`src/rtl/wmem_pkg.sv`:
```
package wmem_pkg;

  localparam logic [3:0] STEP_NONE  = 4'd0;
  localparam logic [3:0] STEP_ALO   = 4'd1;
  localparam logic [3:0] STEP_AHI   = 4'd2;
  localparam logic [3:0] STEP_ARM   = 4'd3;
  localparam logic [3:0] STEP_WD0   = 4'd4;
  localparam logic [3:0] STEP_WD3   = 4'd7;
  localparam logic [3:0] STEP_GOWR  = 4'd8;
  localparam logic [3:0] STEP_GORD  = 4'd9;
  localparam logic [3:0] STEP_POLL  = 4'd10;
  localparam logic [3:0] STEP_RD0   = 4'd11;
  localparam logic [3:0] STEP_RD3   = 4'd14;
  localparam logic [3:0] STEP_BUSYTO = 4'd15;

  // strobes from control to datapath
  typedef struct packed {
    logic       loadReq;
    logic       busEn;
    logic       busWin;
    logic       busWrite;
    logic       clrTry;
    logic       incTry;
    logic       clrPoll;
    logic       incPoll;
    logic       capWord;
    logic       finish;
    logic       failed;
    logic [3:0] failCode;
  } ctlT;

  // step that follows s; STEP_NONE means the transaction is complete
  function automatic logic [3:0] nextStep(input logic [3:0] s, input logic isRd);
    case (s)
      STEP_ALO:  nextStep = STEP_AHI;
      STEP_AHI:  nextStep = STEP_ARM;
      STEP_ARM:  nextStep = isRd ? STEP_GORD : STEP_WD0;
      STEP_WD3:  nextStep = STEP_GOWR;
      STEP_GOWR: nextStep = STEP_POLL;
      STEP_GORD: nextStep = STEP_POLL;
      STEP_POLL: nextStep = isRd ? STEP_RD0 : STEP_NONE;
      STEP_RD3:  nextStep = STEP_NONE;
      default:   nextStep = (s == STEP_NONE) ? STEP_NONE : s + 4'd1;
    endcase
  endfunction

  function automatic logic stepIsWrite(input logic [3:0] s);
    stepIsWrite = (s != STEP_NONE) && (s <= STEP_GORD);
  endfunction

endpackage

```
`src/rtl/wmem_ctrl.sv`:
```
module wmem_ctrl
  import wmem_pkg::*;
(
  input  logic       clk,
  input  logic       rstN,
  input  logic       start,
  input  logic       isRead,
  input  logic       winMatch,
  input  logic       winLast,
  input  logic       busyBit,
  input  logic       pollLast,
  output ctlT        ctl,
  output logic [3:0] step,
  output logic       idle,
  output logic       done
);

  typedef enum logic [2:0] {
    S_IDLE, S_WIN_WR, S_WIN_RD, S_WIN_CHK, S_DATA, S_DATA_CHK, S_FIN
  } stateT;

  stateT      state, nState;
  logic [3:0] nStep;
  logic [3:0] follow;

  assign follow = nextStep(step, isRead);

  always_comb begin
    ctl    = '0;
    nState = state;
    nStep  = step;
    case (state)
      S_IDLE: begin
        if (start) begin
          ctl.loadReq = 1'b1;
          ctl.clrPoll = 1'b1;
          nStep       = STEP_ALO;
          nState      = S_WIN_WR;
        end
      end
      S_WIN_WR: begin
        ctl.busEn    = 1'b1;
        ctl.busWin   = 1'b1;
        ctl.busWrite = 1'b1;
        ctl.clrTry   = 1'b1;
        nState       = S_WIN_RD;
      end
      S_WIN_RD: begin
        ctl.busEn  = 1'b1;
        ctl.busWin = 1'b1;
        nState     = S_WIN_CHK;
      end
      S_WIN_CHK: begin
        if (winMatch) begin
          nState = S_DATA;
        end else if (winLast) begin
          ctl.finish   = 1'b1;
          ctl.failed   = 1'b1;
          ctl.failCode = step;
          nState       = S_FIN;
        end else begin
          ctl.incTry = 1'b1;
          nState     = S_WIN_RD;
        end
      end
      S_DATA: begin
        ctl.busEn    = 1'b1;
        ctl.busWrite = stepIsWrite(step);
        if (stepIsWrite(step)) begin
          nStep  = follow;
          nState = S_WIN_WR;
        end else begin
          nState = S_DATA_CHK;
        end
      end
      S_DATA_CHK: begin
        if (step == STEP_POLL) begin
          if (!busyBit) begin
            nStep = follow;
            if (follow == STEP_NONE) begin
              ctl.finish = 1'b1;
              nState     = S_FIN;
            end else begin
              nState = S_WIN_WR;
            end
          end else if (pollLast) begin
            ctl.finish   = 1'b1;
            ctl.failed   = 1'b1;
            ctl.failCode = STEP_BUSYTO;
            nState       = S_FIN;
          end else begin
            ctl.incPoll = 1'b1;
            nState      = S_WIN_WR;
          end
        end else begin
          ctl.capWord = 1'b1;
          nStep       = follow;
          if (follow == STEP_NONE) begin
            ctl.finish = 1'b1;
            nState     = S_FIN;
          end else begin
            nState = S_WIN_WR;
          end
        end
      end
      S_FIN: begin
        nState = S_IDLE;
      end
      default: nState = S_IDLE;
    endcase
  end

  always_ff @(posedge clk) begin
    if (!rstN) begin
      state <= S_IDLE;
      step  <= STEP_NONE;
    end else begin
      state <= nState;
      step  <= nStep;
    end
  end

  assign idle = (state == S_IDLE);
  assign done = (state == S_FIN);

endmodule

```
`src/rtl/wmem_dpath.sv`:
```
module wmem_dpath
  import wmem_pkg::*;
#(
  parameter int          ADDR_W         = 64,
  parameter int          WORD_W         = 32,
  parameter int          WIN_TRIES      = 100,
  parameter int          POLL_TRIES     = 100,
  parameter int          BUSY_BIT       = 3,
  parameter logic [31:0] WIN_REG_ADDR   = 32'h0000_0040,
  parameter logic [31:0] DATA_PORT_ADDR = 32'h0000_0044,
  parameter logic [31:0] REG_BASE       = 32'h0009_0000
) (
  input  logic                   clk,
  input  logic                   rstN,
  input  ctlT                    ctl,
  input  logic [3:0]             step,
  input  logic                   reqRead,
  input  logic [ADDR_W-1:0]      reqAddr,
  input  logic [4*WORD_W-1:0]    reqWrData,
  input  logic [WORD_W-1:0]      busRdata,
  output logic                   isRead,
  output logic                   winMatch,
  output logic                   winLast,
  output logic                   busyBit,
  output logic                   pollLast,
  output logic                   busEn,
  output logic                   busWe,
  output logic [31:0]            busAddr,
  output logic [WORD_W-1:0]      busWdata,
  output logic [4*WORD_W-1:0]    rdData,
  output logic                   err,
  output logic [3:0]             stepCode,
  output logic                   recoveryReq
);

  localparam int NWORDS = 4;
  localparam int TRY_W  = $clog2(WIN_TRIES + 1);
  localparam int POLL_W = $clog2(POLL_TRIES + 1);
  localparam logic [31:0] R_ALO  = REG_BASE;
  localparam logic [31:0] R_AHI  = REG_BASE + 32'h4;
  localparam logic [31:0] R_CTRL = REG_BASE + 32'h8;
  localparam logic [31:0] R_WD0  = REG_BASE + 32'h10;
  localparam logic [31:0] R_RD0  = REG_BASE + 32'h20;
  localparam logic [WORD_W-1:0] CMD_ARM  = WORD_W'(32'h2);
  localparam logic [WORD_W-1:0] CMD_WR   = WORD_W'(32'h7);
  localparam logic [WORD_W-1:0] CMD_RD   = WORD_W'(32'h3);

  logic [ADDR_W-1:0]   addrQ;
  logic [4*WORD_W-1:0] wrQ;
  logic [TRY_W-1:0]    tryCnt;
  logic [POLL_W-1:0]   pollCnt;
  logic [31:0]         target;
  logic [WORD_W-1:0]   value;
  logic [1:0]          wIdx, rIdx;
  logic [WORD_W-1:0]   rdWord [NWORDS];

  assign wIdx = step[1:0];
  assign rIdx = 2'(step + 4'd1);

  // indirect register targeted by the current step, and the value it takes
  always_comb begin
    target = R_CTRL;
    value  = '0;
    case (step)
      STEP_ALO:  begin target = R_ALO; value = addrQ[WORD_W-1:0]; end
      STEP_AHI:  begin target = R_AHI; value = addrQ[2*WORD_W-1:WORD_W]; end
      STEP_ARM:  value = CMD_ARM;
      STEP_GOWR: value = CMD_WR;
      STEP_GORD: value = CMD_RD;
      4'd4, 4'd5, 4'd6, STEP_WD3: begin
        target = R_WD0 + {28'd0, wIdx, 2'b00};
        value  = wrQ[wIdx*WORD_W +: WORD_W];
      end
      STEP_RD0, 4'd12, 4'd13, STEP_RD3:
        target = R_RD0 + {28'd0, rIdx, 2'b00};
      default: ;
    endcase
  end

  assign busEn    = ctl.busEn;
  assign busWe    = ctl.busWrite;
  assign busAddr  = ctl.busWin ? WIN_REG_ADDR : DATA_PORT_ADDR;
  assign busWdata = ctl.busWin ? WORD_W'(target) : value;

  assign winMatch = (busRdata == WORD_W'(target));
  assign winLast  = (tryCnt == TRY_W'(WIN_TRIES - 1));
  assign busyBit  = busRdata[BUSY_BIT];
  assign pollLast = (pollCnt == POLL_W'(POLL_TRIES - 1));

  always_ff @(posedge clk) begin
    if (!rstN) begin
      addrQ  <= '0;
      wrQ    <= '0;
      isRead <= 1'b0;
    end else if (ctl.loadReq) begin
      addrQ  <= reqAddr;
      wrQ    <= reqWrData;
      isRead <= reqRead;
    end
  end

  always_ff @(posedge clk) begin
    if (!rstN || ctl.clrTry) tryCnt <= '0;
    else if (ctl.incTry)     tryCnt <= tryCnt + 1'b1;
  end

  always_ff @(posedge clk) begin
    if (!rstN || ctl.clrPoll) pollCnt <= '0;
    else if (ctl.incPoll)     pollCnt <= pollCnt + 1'b1;
  end

  generate
    for (genvar g = 0; g < NWORDS; g++) begin : g_rdWord
      always_ff @(posedge clk) begin
        if (!rstN)                                rdWord[g] <= '0;
        else if (ctl.capWord && rIdx == 2'(g))    rdWord[g] <= busRdata;
      end
      assign rdData[g*WORD_W +: WORD_W] = rdWord[g];
    end
  endgenerate

  always_ff @(posedge clk) begin
    if (!rstN) begin
      err         <= 1'b0;
      stepCode    <= STEP_NONE;
      recoveryReq <= 1'b0;
    end else if (ctl.loadReq) begin
      err      <= 1'b0;
      stepCode <= STEP_NONE;
    end else if (ctl.finish && ctl.failed) begin
      err         <= 1'b1;
      stepCode    <= ctl.failCode;
      recoveryReq <= 1'b1;
    end
  end

endmodule

```
`src/rtl/wmem_seq.sv`:
```
module wmem_seq
  import wmem_pkg::*;
#(
  parameter int          WIN_TRIES      = 100,
  parameter int          POLL_TRIES     = 100,
  parameter logic [31:0] WIN_REG_ADDR   = 32'h0000_0040,
  parameter logic [31:0] DATA_PORT_ADDR = 32'h0000_0044,
  parameter logic [31:0] REG_BASE       = 32'h0009_0000
) (
  input  logic         clk,
  input  logic         rstN,
  input  logic         start,
  input  logic         reqRead,
  input  logic [63:0]  reqAddr,
  input  logic [127:0] reqWrData,
  output logic         idle,
  output logic         done,
  output logic         err,
  output logic [3:0]   stepCode,
  output logic         recoveryReq,
  output logic [127:0] rdData,
  output logic         busEn,
  output logic         busWe,
  output logic [31:0]  busAddr,
  output logic [31:0]  busWdata,
  input  logic [31:0]  busRdata
);

  ctlT        ctl;
  logic [3:0] step;
  logic       isRead, winMatch, winLast, busyBit, pollLast;

  wmem_ctrl u_ctrl (
    .clk(clk), .rstN(rstN), .start(start), .isRead(isRead),
    .winMatch(winMatch), .winLast(winLast), .busyBit(busyBit), .pollLast(pollLast),
    .ctl(ctl), .step(step), .idle(idle), .done(done)
  );

  wmem_dpath #(
    .ADDR_W(64), .WORD_W(32), .WIN_TRIES(WIN_TRIES), .POLL_TRIES(POLL_TRIES),
    .BUSY_BIT(3), .WIN_REG_ADDR(WIN_REG_ADDR), .DATA_PORT_ADDR(DATA_PORT_ADDR),
    .REG_BASE(REG_BASE)
  ) u_dpath (
    .clk(clk), .rstN(rstN), .ctl(ctl), .step(step), .reqRead(reqRead),
    .reqAddr(reqAddr), .reqWrData(reqWrData), .busRdata(busRdata),
    .isRead(isRead), .winMatch(winMatch), .winLast(winLast), .busyBit(busyBit),
    .pollLast(pollLast), .busEn(busEn), .busWe(busWe), .busAddr(busAddr),
    .busWdata(busWdata), .rdData(rdData), .err(err), .stepCode(stepCode),
    .recoveryReq(recoveryReq)
  );

endmodule

```
`config.mk`:
```
export PLATFORM = sky130hd
export DESIGN_NAME = wmem_seq
export DESIGN_NICKNAME = d
export VERILOG_FILES = /design/src/rtl/wmem_pkg.sv /design/src/rtl/wmem_ctrl.sv /design/src/rtl/wmem_dpath.sv /design/src/rtl/wmem_seq.sv
export SDC_FILE = /design/constraint.sdc
export NUM_CORES = 1
export LEC_CHECK = 0
export ABC_AREA = 1
export BUFFER_PORTS_ARGS = -buffer_cell sky130_fd_sc_hd__buf_2
export CAP_MARGIN = 20
export CORE_MARGIN = 5
export CORE_UTILIZATION = 56
export CTS_CLUSTER_DIAMETER = 40
export DETAILED_ROUTE_END_ITERATION = 7
export GPL_ROUTABILITY_DRIVEN = 0
export PLACE_DENSITY = 0.87
export REMOVE_ABC_BUFFERS = 1
export SYNTH_ARGS = -nofsm -noshare
export SYNTH_HDL_FRONTEND = slang
export SYNTH_SLANG_ARGS = --single-unit
```
`constraint.sdc`:
```
create_clock -name clk -period 6.9 [get_ports clk]
set_clock_uncertainty 0.15 [all_clocks]
set_input_delay 1.38 -clock clk [delete_from_list [all_inputs] [get_ports clk]]
set_output_delay 1.38 -clock clk [all_outputs]
set_load 0.02 [all_outputs]
```
# Yosys cells after proc, flatten, opt, wreduce, memory -nomap -nowiden
# Memory sizes are Yosys's and may differ from the RTL's.
# Index checks and enable logic that the tools add are counted.
[totals]
ramBits = 128
ff_bits = 220
memories = 1
[op_classes]
n_bitwise = 6
n_addsub = 5
order_cmp = 1
eq_ne = 29
n_reduce_logical = 23
mux = 62
shift = 1
[mem_list]
columns = ["name", "depth", "width", "rd", "rd_clocked_by_memory_dff", "write_ports", "line_no", "rtl"]
rows = [
  ["u_dpath.rdWord", 4, 32, 4, 0, 4, "wmem_dpath.sv:55", "logic [WORD_W-1:0] rdWord [NWORDS];"],
]
[op_table]
columns = ["operator", "n"]
rows = [
  ["$pmux W32 S6", 1],
  ["$mux W32", 5],
  ["$pmux W32 S4", 1],
  ["$shiftx A128 B8 Y32", 1],
  ["$add A20 B4 Y21 const A", 2],
  ["$eq A32 B32 Y1", 1],
  ["$eq A4 B4 Y1 const B", 7],
  ["$mux W1", 28],
  ["$mux W4", 7],
  ["$pmux W4 S7", 1],
  ["$mux W3", 9],
  ["$mux W6", 3],
  ["$pmux W3 S6", 1],
  ["$eq A4 B3 Y1 const B", 4],
  ["$add A7 B1 Y7 const B", 2],
  ["$eq A7 B7 Y1 const B", 2],
  ["$pmux W4 S3", 1],
  ["$pmux W6 S2", 1],
  ["$mux W5", 2],
  ["$eq A3 B3 Y1 const B", 3],
  ["$eq A4 B2 Y1 const B", 2],
  ["$logic_not A4 Y1", 2],
  ["$reduce_or A4 Y1", 2],
  ["$eq A3 B2 Y1 const B", 2],
  ["other kinds (24)", 37],
]

# Longest topological paths before layout
[logic_depth]
word_depth = 10
mapped_depth = 18
mapped_depth_nobuf = 16

# By module
# A second synthesis with hierarchy kept.
[hier_totals]
cells_unflattened = 1841
area_unflattened_um2 = 14981.9
[by_module_without_submodules]
columns = ["mod", "seq_area_each_um2", "cells_per_inst", "n_inst", "area_per_inst_um2"]
rows = [
  ["wmem_dpath", 8107.8, 1704, 1, 14218.6],
  ["wmem_ctrl", 140.1, 137, 1, 763.2],
]

# Worst setup path after synthesis
# Ideal clock, no wire load.
[synth_timing]
path_kind = "flip-flop to flip-flop"
from = "reg u_ctrl.step[0]"
to = "mem u_dpath.rdWord[1][0] (enable)"
arrival_ns = 3.920
path_stages_with_launch = 10
setup_ns = 0.466
period_less_slack_ns = 4.535
n_path_buf = 2
t_required_ns = 6.284
setup_slack_ns = 2.365
cell_sequence = "dfxtp_1 > inv_1 > clkbuf_1 > clkbuf_1 > ha_1 > inv_2 > nor2_4 > nor2_2 > inv_1 > o21ai_0"
[synth_lines]
columns = ["element", "line_no", "rtl"]
rows = [
  ["start, declared", "wmem_ctrl.sv:13", "output logic [3:0] step,"],
  ["start signal, assigned", "wmem_ctrl.sv:119", "step <= nStep;"],
  ["end, declared", "wmem_dpath.sv:55", ""],
]

# Final worst setup path
[layout_timing]
from = "reg u_ctrl.step[1]"
to = "out busWdata[0]"
[layout_via]
elab_chain_cells = 4
[layout_lines]
columns = ["element", "line_no", "rtl"]
rows = [
  ["parallel branches: the longest is 3 deep, another holds $shiftx A128 B8 Y32", "-", ""],
  ["$mux W32 *", "wmem_dpath.sv:83", "assign busWdata = ctl.busWin ? WORD_W'(target) : value;"],
  ["end, declared", "wmem_seq.sv:25", "output logic [31:0] busWdata,"],
]
# Mark *: on every way between the ends.

==> impl_metrics.tcl <==
set metrics [dict create \
    critPathArrivalTime_ps 4390 \
    postCtsSetupBuffers 0 \
    max_slew_margin 0.370 \
    hold_violations 0 \
    fin_ws_ps 985 \
    htree_levels 2 \
    final_cell_area_sq_um 18700 \
    cp_top_family "buffers and inverters" \
    boundaryPins 430 \
    nets 2391 \
    syn_to_final_growth_pct 24.4 \
    grt_usage 0.289 \
    syn-mean-instance-area_sq_um 8.28 \
    yosysWarnings 0 \
    root_buffer "clkbuf_16" \
    core_area_sq_um 26700 \
    clkSinkCount 348 \
    die_h_um 174 \
    synthCells 1815 \
    dieArea_sq_um 30200 \
    clock_latency_ps 520 \
    die_width_um 174 \
    path_common_cell "clkinv_1" \
    synth-seq-cells 348 \
    crit_type "flop to output port" \
    ir_drop_mv 0.195 \
    seq_area_frac_synth 0.549 \
    min_period_ps 5920 \
    viasPerCell 5.63 \
    cts_resized 0 \
    startpoint_type "flop" \
    grt_pass1_vias 13600 \
    detail-route-antenna-nets 0 \
    wl_per_cell_um 18.5 \
    grt_antenna_before_repair 13 \
    path_cells "buf_4 > clkinv_1 > ha_1 > nand2_1 > clkinv_1 > a221oi_1 > a21oi_1 > buf_2" \
    holdBufCountCts 0 \
    cts_tree "built" \
    cp.required_ps 5370 \
    syn_area_sq_um 15000 \
    drc 0 \
    hpwl_um 32000 \
    io_buffers 398 \
    p_leak_nw 8.18 \
    crit_path_end_kind "output port" \
    grt_max_degree 126 \
    worst_path_max_delay_cell "clkinv_1" \
    min_path_type "flop to flop" \
    cts_buffer_depth 3 \
    grt_pass1_wl_um 71100 \
    num_vias 14300 \
    slew_viol_final 0 \
    dpl_cell_area_sq_um 17000 \
    synth.distinct_cells 38 \
    tightest_slew_ps 942 \
    drt_wl_total_um 46900 \
    pre_cts_ws_ps 1590 \
    fmax_mhz 169 \
    drive_above_1_share 0.243 \
    rsz0062_at_grt "no" \
    status "finished, final reports clean" \
    setup_viol 0 \
    slowest_delay_ps 780 \
    rows 60 \
    drv_cap 0 \
    finalCritPeriodShare 0.857 \
    initial_utilization 0.564 \
    worstPathMaxFanout 26 \
    setup_tns_ps 0 \
    cts_buffers 44 \
    clkSlewWorstSetupHoldPaths_ps 60 \
    power_density_nw_per_um2 307 \
    overflow 0 \
    timing.critical_path.buf_inv 4 \
    drtIter0Drc 1530 \
    dr.pass1.iters 6 \
]
==> path summary, 6_finish.rpt <==
kind	slack, ps	to	from	depth (start not counted)
worst min register to register	300	u_dpath.err	u_dpath.err	2
worst max register to register	2890	u_dpath.tryCnt[1]	u_ctrl.step[1]	14
worst min-delay path	300	u_dpath.err	u_dpath.err	2
worst max-delay path	980	busWdata[0]	u_ctrl.step[1]	8
==> per-stage QoR <==
| step | power, mW | std cells | hold WS, ps | util |
|---|---|---|---|---|
| 6_report | 5.73 | 2534 | 301 | 0.702 |
| 3_5_place_dp | 3.34 | 2446 | 287 | 0.639 |
| 5_1_grt | 5.94 | 2533 | 317 | 0.701 |
| 2_1_floorplan | 2.98 | 1689 | 274 | - |
| 4_1_cts | 5.73 | 2527 | 301 | 0.698 |
| 3_3_place_gp | 3.30 | 2445 | 277 | 0.638 |
==> power by group <==
group / switching, mW / internal, mW / total, mW
registers: 0.0706 / 2.30 / 2.37
logic: 0.670 / 0.283 / 0.953
clock network: 0.894 / 1.52 / 2.41
total: 1.63 / 4.10 / 5.73
==> registers in the layout, summed over array words and instances (netlist names) <==
register	count
u_ctrl.state	3
u_ctrl.step	4
u_dpath.addrQ	64
u_dpath.err	1
u_dpath.isRead	1
u_dpath.pollCnt	7
u_dpath.rdWord	128
u_dpath.recoveryReq	1
u_dpath.stepCode	4
u_dpath.tryCnt	7
u_dpath.wrQ	128
==> kinds of logic (layout without fill, tap and decap cells) <==
group                      count (synthesis)  count (layout)  synth area share
and+or+nand+nor                          625             625             0.177
AOI/OAI and AO/OA                        499             499             0.171
DFF                                      348             348             0.549
buffers and inverters                    324             669            0.0911
adders and majority gates                  9               9           0.00749
xor gates and xnor gates                   8               8           0.00466
other                                      2              35          0.000500
==> layout make-up <==
class,count,area [sq um]
well taps,341,427
inverters,169,638
flip-flops and latches,348,8250
fillers,2006,7950
multi-input cells,1172,5560
clock buffers,55,1240
clock inverters,26,333
repair buffers,419,2240
diodes,4,10.0
==> cells in the mapped netlist, drive strengths merged <==
master	count	area, sq um
a21boi	1	7.51
a21oi	293	1470
a221oi	3	26.3
a31oi	18	113
buf	55	357
clkbuf	100	375
clkinv	4	15.0
conb	2	7.51
dfxtp	220	4400
edfxtp	128	3840
ha	9	113
inv	165	622
nand2	285	1090
nand3	125	638
nand4	15	100
nor2	195	774
nor3	2	10.0
nor3b	1	7.51
nor4	2	33.8
o2111ai	3	26.3
o211ai	1	7.51
o21ai	168	841
o22ai	12	75.1
xnor2	4	35.0
xor2	4	35.0
==> routing by layer <==
layer	vias to the layer above	global-route usage	routed length (um)
met5	-	0	126
met4	20	0.129	1960
met3	145	0.0822	4750
met2	826	0.489	22600
met1	6601	0.344	17400
li1	6687	-	-
==> worst reg2reg max path: cells and delay by family (launching register included) <==
kind            cells  cell delay [ps]
compound gates      2              270
fa+ha+maj           1              370
buf+inv             3             1090
flops               1              550
simple gates        8             1520
==> placed cells by master (no fill, tap or decap), types with 12 or more instances in the layout <==
master and n:
conb_1 31, nand4_1 14, inv_1 153, edfxtp_1 128
dfxtp_1 218, nand2_1 278, buf_2 397, o21ai_0 162
o22ai_1 12, buf_4 17, nand3_1 124, nor2_1 185
a21oi_1 293, a31oi_1 18, clkbuf_16 45
No activity file was read; power rests on OpenSTA's default activity.
